### src/rtl/adc_rq_pkg.sv
package adc_rq_pkg;
  localparam int unsigned NUM_Q  = 4;
  localparam int unsigned QIDX_W = $clog2(NUM_Q);
  localparam int unsigned HALF_W = 16;

  typedef enum logic {
    JUST_RIGHT = 1'b0,
    JUST_LEFT  = 1'b1
  } just_e;
endpackage

### src/rtl/adc_rq_fifo.sv
module adc_rq_fifo #(
  parameter int unsigned DEPTH = 16,
  parameter int unsigned W     = 15
) (
  input  logic         clk,
  input  logic         rst_n,
  input  logic         push,
  input  logic [W-1:0] push_data,
  input  logic         pop,
  input  logic         ovf_clr,
  output logic [W-1:0] head,
  output logic         empty,
  output logic         full,
  output logic         ovf
);
  localparam int unsigned PW = (DEPTH > 1) ? $clog2(DEPTH) : 1;
  localparam int unsigned CW = $clog2(DEPTH + 1);

  logic [W-1:0]  mem [DEPTH];
  logic [PW-1:0] wr_ptr, wr_ptr_nx, rd_ptr, rd_ptr_nx;
  logic [CW-1:0] count, count_nx;
  logic          ovf_nx;
  logic          push_ok, pop_ok;

  assign empty   = (count == '0);
  assign full    = (count == CW'(DEPTH));
  assign push_ok = push && !full;
  assign pop_ok  = pop && !empty;
  assign head    = empty ? '0 : mem[rd_ptr];

  always_comb begin
    wr_ptr_nx = wr_ptr;
    rd_ptr_nx = rd_ptr;
    count_nx  = count;
    if (push_ok) wr_ptr_nx = (wr_ptr == PW'(DEPTH - 1)) ? '0 : wr_ptr + 1'b1;
    if (pop_ok)  rd_ptr_nx = (rd_ptr == PW'(DEPTH - 1)) ? '0 : rd_ptr + 1'b1;
    if (push_ok && !pop_ok)      count_nx = count + 1'b1;
    else if (pop_ok && !push_ok) count_nx = count - 1'b1;
    ovf_nx = (ovf && !ovf_clr) || (push && full);
  end

  always_ff @(posedge clk or negedge rst_n) begin
    if (!rst_n) begin
      wr_ptr <= '0;
      rd_ptr <= '0;
      count  <= '0;
      ovf    <= 1'b0;
    end else begin
      wr_ptr <= wr_ptr_nx;
      rd_ptr <= rd_ptr_nx;
      count  <= count_nx;
      ovf    <= ovf_nx;
    end
  end

  always_ff @(posedge clk) begin
    if (push_ok) mem[wr_ptr] <= push_data;
  end

  // fill level never exceeds the depth
  p_count_bound_r8: assert property (@(posedge clk) disable iff (!rst_n)
    count <= CW'(DEPTH));
  // a dropped write leaves the fill level untouched
  p_full_drop_r2: assert property (@(posedge clk) disable iff (!rst_n)
    (full && push && !pop) |=> full);
  // a write to a full queue raises overflow
  p_ovf_set_r9: assert property (@(posedge clk) disable iff (!rst_n)
    (full && push) |=> ovf);
  // overflow is sticky without a clear
  p_ovf_sticky_r9: assert property (@(posedge clk) disable iff (!rst_n)
    (ovf && !ovf_clr) |=> ovf);
  // a lone pop removes exactly one entry
  p_pop_one_r11: assert property (@(posedge clk) disable iff (!rst_n)
    (pop && !empty && !push) |=> (count == $past(count) - 1'b1));
  // a pop of an empty queue does nothing
  p_empty_pop_r11: assert property (@(posedge clk) disable iff (!rst_n)
    (empty && pop && !push) |=> empty);
  // an accepted write makes the queue non-empty
  p_req_after_push_r10: assert property (@(posedge clk) disable iff (!rst_n)
    (push && !full) |=> !empty);
endmodule

### src/rtl/adc_rq_align.sv
module adc_rq_align #(
  parameter int unsigned RES_W = 10,
  parameter int unsigned CH_W  = 5
) (
  input  logic [RES_W-1:0] res,
  input  logic [CH_W-1:0]  chan,
  input  logic             left_just,
  input  logic             wide_read,
  output logic [31:0]      word
);
  import adc_rq_pkg::*;
  localparam int unsigned PAD = HALF_W - RES_W;
  localparam int unsigned CPAD = HALF_W - CH_W;

  logic [HALF_W-1:0] lo_half, hi_half;

  always_comb begin
    if (just_e'(left_just) == JUST_LEFT) lo_half = {res, {PAD{1'b0}}};
    else                                 lo_half = {{PAD{1'b0}}, res};
    hi_half = wide_read ? {{CPAD{1'b0}}, chan} : '0;
    word    = {hi_half, lo_half};
  end

  // upper half is zero in 16-bit mode
  always_comb begin
    if (!wide_read) a_narrow_hi_r7: assert (word[31:16] == '0);
  end
endmodule

### src/rtl/adc_rq_top.sv
module adc_rq_top #(
  parameter int unsigned RES_W   = 10,
  parameter int unsigned CH_W    = 5,
  parameter int unsigned DEEP    = 16,
  parameter int unsigned SHALLOW = 4
) (
  input  logic                                  clk,
  input  logic                                  rst_n,
  input  logic                                  left_just,
  input  logic                                  wide_read,
  input  logic                                  wr_valid,
  input  logic [adc_rq_pkg::QIDX_W-1:0]         wr_q,
  input  logic [CH_W-1:0]                       wr_chan,
  input  logic [RES_W-1:0]                      wr_res,
  input  logic [adc_rq_pkg::NUM_Q-1:0]          rd_pop,
  input  logic [adc_rq_pkg::NUM_Q-1:0]          ovf_clr,
  output logic [32*adc_rq_pkg::NUM_Q-1:0]       rd_data,
  output logic [adc_rq_pkg::NUM_Q-1:0]          q_empty,
  output logic [adc_rq_pkg::NUM_Q-1:0]          q_full,
  output logic [adc_rq_pkg::NUM_Q-1:0]          q_ovf,
  output logic [adc_rq_pkg::NUM_Q-1:0]          dma_req
);
  import adc_rq_pkg::*;
  localparam int unsigned EW = CH_W + RES_W;

  logic [1:0] rst_sync;
  logic       rst_n_i;

  always_ff @(posedge clk or negedge rst_n) begin
    if (!rst_n) rst_sync <= 2'b00;
    else        rst_sync <= {rst_sync[0], 1'b1};
  end
  assign rst_n_i = rst_sync[1];

  for (genvar q = 0; q < NUM_Q; q++) begin : g_q
    localparam int unsigned D = (q < 2) ? DEEP : SHALLOW;
    logic          push;
    logic [EW-1:0] head;

    assign push = wr_valid && (wr_q == QIDX_W'(q));

    adc_rq_fifo #(.DEPTH(D), .W(EW)) u_fifo (
      .clk      (clk),
      .rst_n    (rst_n_i),
      .push     (push),
      .push_data({wr_chan, wr_res}),
      .pop      (rd_pop[q]),
      .ovf_clr  (ovf_clr[q]),
      .head     (head),
      .empty    (q_empty[q]),
      .full     (q_full[q]),
      .ovf      (q_ovf[q])
    );

    adc_rq_align #(.RES_W(RES_W), .CH_W(CH_W)) u_align (
      .res      (head[RES_W-1:0]),
      .chan     (head[EW-1:RES_W]),
      .left_just(left_just),
      .wide_read(wide_read),
      .word     (rd_data[32*q +: 32])
    );

    assign dma_req[q] = !q_empty[q];

    // a write aimed at another queue leaves this one's fill unchanged
    p_route_r1: assert property (@(posedge clk) disable iff (!rst_n_i)
      (wr_valid && wr_q != QIDX_W'(q) && !rd_pop[q]) |=> $stable(q_empty[q]) && $stable(q_full[q]));
  end

  // flags clear while held in reset
  p_reset_state_r12: assert property (@(posedge clk)
    (!rst_n_i) |-> (q_ovf == '0 && dma_req == '0));
endmodule

### config.mk
export PLATFORM = sky130hd
export DESIGN_NAME = adc_rq_top
export DESIGN_NICKNAME = d
export VERILOG_FILES = /design/src/rtl/adc_rq_pkg.sv /design/src/rtl/adc_rq_fifo.sv /design/src/rtl/adc_rq_align.sv /design/src/rtl/adc_rq_top.sv
export SDC_FILE = /design/constraint.sdc
export NUM_CORES = 1
export LEC_CHECK = 0
export BUFFER_PORTS_ARGS = -buffer_cell sky130_fd_sc_hd__buf_2
export CAP_MARGIN = 20
export CORE_MARGIN = 2
export CORE_UTILIZATION = 45
export DETAILED_ROUTE_END_ITERATION = 16
export GPL_ROUTABILITY_DRIVEN = 0
export GPL_TIMING_DRIVEN = 1
export SLEW_MARGIN = 40
export SYNTH_ARGS = -nofsm -noshare
export SYNTH_HDL_FRONTEND = slang
export SYNTH_SLANG_ARGS = --single-unit
### constraint.sdc
create_clock -name clk -period 2.29 [get_ports clk]
set_input_delay 0.3435 -clock clk [delete_from_list [all_inputs] [get_ports clk]]
set_output_delay 0.3435 -clock clk [all_outputs]
set_load 0.02 [all_outputs]
==> flow_summary.ini, run 1 <==
[layout]
stdcell_area_um2 = 33500
layout.cells.non_filler = 2561
diodes = 0
nets = 1807
drive_gt1_share_pct = 42.7
synthToLayoutAreaGrowth_pct = 26.8
final_util_pct = 57.8
fillers = 4328

[floorplanning]
dieArea_um2 = 60600
num_rows = 88
coreArea_um2 = 57900
die_x_um = 246
io_pins = 174
die_y_um = 246
start_util_pct = 45.6

[pwr]
pwr_density_cell_nw_per_um2 = 1250
leakage_nw = 11.7
power_mw = 41.9
max-vdd-ir-drop_mv = 0.728

[synth]
yosysTopAreaCell = edfxtp_1
yosysWarningCount = 0
ys_seq_area_share_pct = 72.6
synth_top_area_share_pct = 68.2
ys_types = 46
synth_seq_cells = 646
synth_ff_type = edfxtp_1
syn_area_per_cell_um2 = 18.6
synthTopCellsByCount = 600 x edfxtp_1, 134 x mux4_2, 72 x nor2_1
synth-edff-count = 600
synth_cells = 1417
ys_top_cells_by_area = edfxtp_1 68%, mux4_2 11%, dfrtp_1 4.4%
netlist_area_um2 = 26400
synth_most_common_cell = edfxtp_1
async_reset_ff_share_pct = 7.12

[placement]
dp_hpwl_um = 37300
dp.cells = 2397
placed_cell_area_um2 = 29300
port_buffers = 129

[global_routing]
grt_start_max_net_pins = 41
antenna_found_initial = 1
grt_pass1_vias = 14400
track_usage_pct = 20.2
grt.overflow.total = 0
grt_first_pass_wirelength_um = 90100

[worst_setup_path]
cpPeakStageDelay_ns = 0.49
crit_slowest_cell = mux4_2
startpoint_type = flop
ff2ff_path_depth = 12
path_max_fanout = 6
critPathKind = flop to primary output
worstSetupEndpointType = primary output
required_ns = 1.95
cp_cell_sequence = buf_6 -> buf_12 -> mux4_2 -> mux2_4 -> a21oi_4 -> o22ai_1 -> buf_2
arrival_ns = 2.62

[clock_tree]
clkSlewWorstSetupHoldPaths_ns = 0.06
root_buffer = clkbuf_16
clkSinkCount = 646
cts_tree = built
numCtsBuffers = 69
clk_latency_ns = 0.60
cts.path.max_buffers = 3
htree_levels = 3

[sta]
tightestPinTransition_ns = 0.750
period_minus_slack_ns = 2.97
fmax_ghz = 0.337
period_share_pct = 130
fin_skew_ns = 0.0313
setup_ws_ns = -0.676
finalHoldViolations = 0
drv_slew = 0
relSlewSlack_pct = 50.0
grt_setup_unrepaired = yes
setup_viol = 86

[detailed_routing]
routed_wl_um = 61300
vias = 14100
viasPerCell = 5.49
ant_nets = 0
drtIter0Drc = 1111
first_pass_iters = 5
routedWlPerCell_um = 23.9
drc = 0

[outcome]
violations = setup timing
outcome = finished with violations

[hold_path]
min_path_type = input port to async pin

[job]
max_cap_violations = 0
==> timing repair <==
item	4_1_cts	5_1_grt
endpoints found under the hold margin	5	0
cloned	6	1
buffers inserted	24	13
setup endpoints to repair	91	105
gates resized for setup	226	160
pin swaps	50	39
hold buffers	4	0
==> metal layers <==
metal / wire length [um] / track usage [%] / part of all wire (%) / vias up
li1: - / - / - / 6176
met4: 1110 / 6.18 / 1.8 / 2
met5: 13 / 0 / 0.021 / -
met2: 30100 / 32.6 / 49 / 428
met1: 26600 / 28.6 / 43 / 7379
met3: 3490 / 3.12 / 5.7 / 69
==> cells in the final DEF, fill, tap and decap left out, drive strengths merged, types with 26 or more instances in the layout <==
| cell | count |
|---|---|
| dfrtp | 46 |
| buf | 327 |
| o21ai | 28 |
| mux4 | 134 |
| mux2 | 26 |
| clkinv | 27 |
| nor2 | 72 |
| edfxtp | 600 |
| inv | 30 |
| ha | 32 |
| nor2b | 26 |
| nand2 | 57 |
| clkbuf | 91 |
| conb | 45 |
| mux2i | 30 |
| a211oi | 28 |
==> power breakdown <==
part           switching (mW)  internal (mW)  total, mW
clock                    4.52           6.45       11.0
sequential              0.689           13.6       14.3
combinational            8.23           8.42       16.6
total                    13.4           28.5       41.9
==> layout make-up <==
class                      instances  area, um^2  share of cell area, %
tap                              765         957                   2.86
sequential                       646       19200                   57.3
timing repair buffer             334        3440                   10.3
clock inverter                    37         337                   1.00
multi-input combinational        663        7580                   22.6
inverter                          27         106                  0.318
clock buffer                      89        1900                   5.66
==> per-stage QoR <==
step	setup WS [ns]	hold WS (ns)	setup TNS, ns
after global placement	-0.369	0.129	-6.36
final	-0.676	0.0575	-27.35
after detailed placement	-0.369	0.130	-10.45
after global routing	-0.754	0.0436	-34.15
after CTS	-0.714	0.0172	-32.24
after floorplan	-0.309	0.0479	-0.476
==> worst max-delay path: cells and delay by family (launching register included) <==
family | cells | cell delay [ns]
multiplexers | 2 | 0.80
buffers and inverters | 3 | 0.48
flip-flops | 1 | 0.45
AO/OA/AOI/OAI | 2 | 0.31
==> cell families (layout without fill, tap and decap cells) <==
kind of cell | count (synthesis) | in the layout | synth area share [%]
and+or+nand+nor | 243 | 243 | 4.46
adders and majority gates | 36 | 36 | 1.82
muxes | 190 | 190 | 13.7
DFF | 646 | 646 | 72.6
buffers and inverters | 151 | 487 | 3.44
other | 2 | 45 | 0.0284
xor gates and xnor gates | 18 | 18 | 0.597
AOI/OAI and AO/OA | 131 | 131 | 3.41
==> flip-flops by register name (all words and copies together) (netlist names) <==
signal             cells
g_q.u_fifo.count      16
rst_sync               2
g_q.u_fifo.rd_ptr     12
g_q.u_fifo.wr_ptr     12
g_q.u_fifo.mem       600
g_q.u_fifo.ovf         4
==> path summary, 6_finish.rpt <==
path                                                     start                             endpoint  slack (ns)
min reg2reg                              rst_sync[1]$_DFF_PN0_   g_q[3].u_fifo.count[1]$_DFFE_PN0P_        0.32
min in group clk                                       wr_q[1]          g_q[3].u_fifo.ovf$_DFF_PN0_        0.06
max                        g_q[0].u_fifo.rd_ptr[1]$_DFFE_PN0P_                           rd_data[9]       -0.68
max in group asynchronous                rst_sync[1]$_DFF_PN0_  g_q[0].u_fifo.rd_ptr[0]$_DFFE_PN0P_        1.25
max reg2reg                 g_q[0].u_fifo.count[2]$_DFFE_PN0P_   g_q[0].u_fifo.count[4]$_DFFE_PN0P_       -0.16
min                                                      rst_n                rst_sync[0]$_DFF_PN0_        0.06
(Power assumes the default switching activity.)
==> run 2: changes to the inputs <==
==> constraint.sdc (replaced) <==
create_clock -name clk -period 3.5 [get_ports clk]
set_input_delay 0.525 -clock clk [delete_from_list [all_inputs] [get_ports clk]]
set_output_delay 0.525 -clock clk [all_outputs]
set_load 0.02 [all_outputs]
==> run 2 against run 1 <==
The run now ends clean. Sequential power down 34%. First-iteration DRC count is 0.81% higher. Final cell count fell by 4.6%. Clock skew decreased by 0.0062 ns. Register-to-register slack gained 0.70 ns. Total power down 43%. Die area stayed put. Clock-buffer cell count shrank 3. Critical endpoint is now rd_data[38]. Largest cell class unchanged.
==> flow_summary.ini, run 2 (same netlist as run 1, synthesis figures left out) <==
[clock_tree]
cts.path.max_buffers = 3
root_buffer = clkbuf_16
cts_tree = built
numCtsBuffers = 70
clk_latency_ns = 0.60
clkSlewWorstSetupHoldPaths_ns = 0.06
htree_levels = 3
clkSinkCount = 646

[layout]
layout_common_cells = 600 x edfxtp_1, 134 x mux4_2, 116 x buf_2, 88 x buf_4
layout_commonest_cell = edfxtp_1
largest_reg_flops = 600
drive_gt1_share_pct = 29.6
nets = 1687
reg_top3 = g_q.u_fifo.mem: 600 flops, g_q.u_fifo.count: 16 flops
synthToLayoutAreaGrowth_pct = 15.0
largest-register = g_q.u_fifo.mem

[global_routing]
grt_start_max_net_pins = 41
grt_first_pass_wirelength_um = 86700
antenna_found_initial = 2
grt.overflow.total = 0
track_usage_pct = 19.5
grt_pass1_vias = 13700

[detailed_routing]
viasPerCell = 5.50
vias = 13400
drc = 0
ant_nets = 0
first_pass_iters = 5
drtIter0Drc = 1120
routed_wl_um = 58200
routedWlPerCell_um = 23.8

[pwr]
switching_share_pct = 31.9
intPower_mw = 16.3
max-vdd-ir-drop_mv = 0.435
seqPwrFrac_pct = 39.4
pwr_density_cell_nw_per_um2 = 789
leakage_nw = 10.6
combPwrFrac_pct = 31.3
p_sw_mw = 7.64
clockPowerShare_pct = 29.2

[worst_setup_path]
critPathKind = flop to primary output
ff2ff_path_depth = 12
startpoint = g_q[1].u_fifo.rd_ptr[1]$_DFFE_PN0P_
required_ns = 2.97
arrival_ns = 2.84
worstSetupEndpointType = primary output
startpoint_type = flop
r2r_end = g_q[1].u_fifo.count[4]$_DFFE_PN0P_
r2r-start = g_q[1].u_fifo.count[1]$_DFFE_PN0P_
path_max_fanout = 13
rrSetupSlack_ns = 0.54
endpoint = rd_data[38]

[sta]
fin_skew_ns = 0.0251
setup_tns_ns = 0
period_share_pct = 96.2
grt_setup_unrepaired = no
setup_ws_ns = 0.132
fmax_ghz = 0.297
drv_slew = 0
tightestPinTransition_ns = 0.809
setup_viol = 0
finalHoldViolations = 0
period_minus_slack_ns = 3.37
hold_slack_ns = 0.111
relSlewSlack_pct = 46.1

[placement]
dp_hpwl_um = 34900
dp_slack_ns = 0.459
port_buffers = 129

[floorplanning]
coreArea_um2 = 57900
dieArea_um2 = 60600
num_rows = 88
start_util_pct = 45.6
die_y_um = 246
io_pins = 174
die_x_um = 246

[job]
max_cap_violations = 0

[outcome]
outcome = completed

[hold_path]
min_path_type = input port to flop
## run 2: cell types whose count changed in the layout (fill, tap and decap cells not counted), sizes merged
cell,before,now
clkbuf,91,86
clkinv,27,29
bufinv,5,4
inv,30,31
buf,327,212
bufbuf,1,0
dlygate4sd3,4,1
diode,0,2
clkinvlp,2,3
## run 2: stage by stage
stage | power, mW | cell area [um^2] | util [%] | std cells
after floorplan | 14.8 | 26600 | - | 1460
after global placement | 16.9 | 28000 | 48.3 | 2297
after detailed placement | 17.0 | 28000 | 48.3 | 2297
after CTS | 24.0 | 30200 | 52.1 | 2424
after global routing | 25.1 | 30400 | 52.4 | 2440
final | 24.0 | 30400 | 52.5 | 2442
## run 2: power by group through the flow
| stage | Sequential, mW | Combinational, mW | Clock (mW) |
|---|---|---|---|
| after detailed placement | 9.69 | 7.27 | 0 |
| after CTS | 9.55 | 7.33 | 7.16 |
| after global placement | 9.67 | 7.21 | 0 |
| final | 9.45 | 7.51 | 7.01 |
| after floorplan | 9.26 | 5.56 | 0 |
| after global routing | 9.52 | 8.11 | 7.46 |
## run 2: layout make-up
class	instances	area, um^2
fill	4671	27500
sequential	646	19200
multi-input combinational	663	6560
clock buffer	86	1850
timing repair buffer	213	1400
tap	765	957
clock inverter	40	319
inverter	27	101
antenna	2	5.00
## run 2: timing repair
| item | 4_1_cts | 5_1_grt |
|---|---|---|
| resized for setup | 9 | 6 |
| hold buffers | 1 | 0 |
| setup buffers | 0 | 16 |
| setup endpoints to repair | 15 | 14 |
| endpoints found under the hold margin | 2 | 0 |
## run 2: worst min-delay path by stage
stage | depth (start not counted) | end | slack (ns) | from
2_1_floorplan | 0 | rst_sync[0]$_DFF_PN0_ | 0.23 | rst_n
3_3_place_gp | 0 | g_q[3].u_fifo.wr_ptr[1]$_DFFE_PN0P_ | 0.27 | rst_sync[1]$_DFF_PN0_
3_5_place_dp | 0 | g_q[3].u_fifo.count[1]$_DFFE_PN0P_ | 0.27 | rst_sync[1]$_DFF_PN0_
4_1_cts | 2 | g_q[0].u_fifo.ovf$_DFF_PN0_ | 0.07 | ovf_clr[0]
5_1_grt | 2 | g_q[0].u_fifo.ovf$_DFF_PN0_ | 0.08 | ovf_clr[0]
6_report | 2 | g_q[3].u_fifo.ovf$_DFF_PN0_ | 0.11 | ovf_clr[3]
## run 2: per-layer routing
| layer | global-route usage (%) | wire length [um] |
|---|---|---|
| met3 | 3.26 | 2470 |
| met1 | 26.8 | 25600 |
| met5 | 0 | 0 |
| met2 | 32.3 | 29000 |
| met4 | 5.17 | 1090 |
## run 2: critical path: stages, from the launching register on
cell and delay, ns:
dfrtp_4 0.55, buf_4 0.21, buf_4 0.18, mux4_2 0.51
a22o_1 0.26, a31oi_1 0.23, o22ai_1 0.12, buf_2 0.18
==> run 3: changes to the inputs <==
--- a/config.mk
+++ b/config.mk
@@ -12,6 +12,8 @@
 export DETAILED_ROUTE_END_ITERATION = 16
 export GPL_ROUTABILITY_DRIVEN = 0
 export GPL_TIMING_DRIVEN = 1
+export PLACE_DENSITY = 0.69
+export REMOVE_ABC_BUFFERS = 1
 export SLEW_MARGIN = 40
 export SYNTH_ARGS = -nofsm -noshare
 export SYNTH_HDL_FRONTEND = slang
==> run 3 against run 2 <==
Clock-buffer cell count is 7 lower. First-iteration DRC count is 12% higher. Worst setup slack worse by 0.025 ns. Sequential share of layout area is 0.29 points higher. Sequential power is 1% higher. Non-clock buffer count is 2 higher. Die area stayed put. Design area is 0.42% lower. Global-route usage is 0.61 points lower. Wire length is 2.0% lower. Critical path type unchanged. Critical path depth stayed put.
==> flow_summary.ini, run 3 (same netlist as run 1, synthesis figures left out) <==
[layout]
diodes = 0
reg_top3 = g_q.u_fifo.mem: 600 flops, g_q.u_fifo.count: 16 flops
multi_input_area_um2 = 6550
drive_gt1_share_pct = 29.7
fillers = 4590
nets = 1679
largest-register = g_q.u_fifo.mem
final_util_pct = 52.2
layout.cells.non_filler = 2430
largest_reg_flops = 600
register_area_um2 = 19200
layout_commonest_cell = edfxtp_1
synthToLayoutAreaGrowth_pct = 14.5
layout_common_cells = 600 x edfxtp_1, 134 x mux4_2, 122 x buf_2, 80 x buf_4, 72 x nor2_1

[sta]
finalHoldViolations = 0
setup_viol = 0
fmax_ghz = 0.295
tightestPinTransition_ns = 0.852
fin_skew_ns = 0.0184
drv_slew = 0
setup_ws_ns = 0.106
period_minus_slack_ns = 3.39
relSlewSlack_pct = 43.2
grt_setup_unrepaired = no
period_share_pct = 97.0

[floorplanning]
dieArea_um2 = 60600
num_rows = 88
coreArea_um2 = 57900
die_x_um = 246
io_pins = 174
start_util_pct = 45.6
die_y_um = 246

[detailed_routing]
drc = 0
viasPerCell = 5.61
drtIter0Drc = 1253
first_pass_iters = 5
vias = 13600
routed_wl_um = 57100
ant_nets = 0
routedWlPerCell_um = 23.5

[clock_tree]
clkSlewWorstSetupHoldPaths_ns = 0.06
root_buffer = clkbuf_16
clkSinkCount = 646
clk_latency_ns = 0.63
cts.path.max_buffers = 3
numCtsBuffers = 60
cts_tree = built
htree_levels = 2

[worst_setup_path]
startpoint_type = flop
required_ns = 2.97
worstSetupEndpointType = primary output
critPathKind = flop to primary output
arrival_ns = 2.87
path_max_fanout = 12

[placement]
port_buffers = 129
dp_hpwl_um = 34500
dp_slack_ns = 0.280
dp.cells = 2300

[global_routing]
grt.overflow.total = 0
track_usage_pct = 18.9
grt_pass1_vias = 13700
grt_first_pass_wirelength_um = 85100
grt_start_max_net_pins = 41
antenna_found_initial = 0

[pwr]
max-vdd-ir-drop_mv = 0.640
pwr_density_cell_nw_per_um2 = 779
power_mw = 23.6
leakage_nw = 10.6

[hold_path]
min_path_type = input port to flop

[job]
max_cap_violations = 0

[outcome]
outcome = completed
## run 3: final cells by class
cell class                      count  share of cell area, %
Multi-Input combinational cell    663                   21.7
Clock buffer                       79                   5.37
Tap cell                          765                   3.16
Sequential cell                   646                   63.4
Clock inverter                     35                   1.27
Inverter                           27                  0.335
Timing Repair Buffer              215                   4.76
## run 3: path summary, 6_finish.rpt
path	from	end	slack, ns	cells after the start
setup reg to reg	g_q[0].u_fifo.count[1]$_DFFE_PN0P_	g_q[0].u_fifo.count[4]$_DFFE_PN0P_	0.57	11
setup / recovery	g_q[1].u_fifo.rd_ptr[2]$_DFFE_PN0P_	rd_data[46]	0.11	7
max in group asynchronous	rst_sync[1]$_DFF_PN0_	g_q[0].u_fifo.rd_ptr[2]$_DFFE_PN0P_	2.59	1
hold reg to reg	rst_sync[1]$_DFF_PN0_	g_q[3].u_fifo.count[1]$_DFFE_PN0P_	0.33	0
hold / removal	ovf_clr[0]	g_q[0].u_fifo.ovf$_DFF_PN0_	0.08	2
min in group asynchronous	rst_n	rst_sync[1]$_DFF_PN0_	0.22	2
## run 3: what timing repair did
item | CTS | global route
buffers inserted | 5 | 7
setup endpoints to repair | 33 | 9
gates resized for setup | 9 | 4
hold buffers | 1 | 0
hold endpoints to repair | 2 | 0
## run 3: stage by stage
stage          hold slack, ns  cell area, um^2  setup TNS (ns)
6_report               0.0819            30300               0
5_1_grt                0.0791            30300               0
4_1_cts                0.0530            30100               0
3_5_place_dp            0.316            28000               0
3_3_place_gp            0.310            28000               0
2_1_floorplan           0.229            25800           -1.45
## run 3: where the power goes
group | internal (mW) | total, mW | switching, mW
clock | 3.85 | 6.63 | 2.77
sequential | 8.91 | 9.58 | 0.677
combinational | 3.31 | 7.37 | 4.07
## run 3: layer usage
layer  global-route usage, %  part of all wire (%)
met1                    25.6                    41
met2                    31.7                    51
met3                    2.84                   6.4
met4                    5.58                   2.1
met5                       0                     0
## run 3: worst max-delay path: stages, from the launching register on
cell       delay, ns
dfrtp_4         0.59
buf_4           0.21
nor2b_1         0.13
a211oi_1        0.07
a2111oi_1       0.59
a21oi_1         0.12
nor2_1          0.31
buf_2           0.23
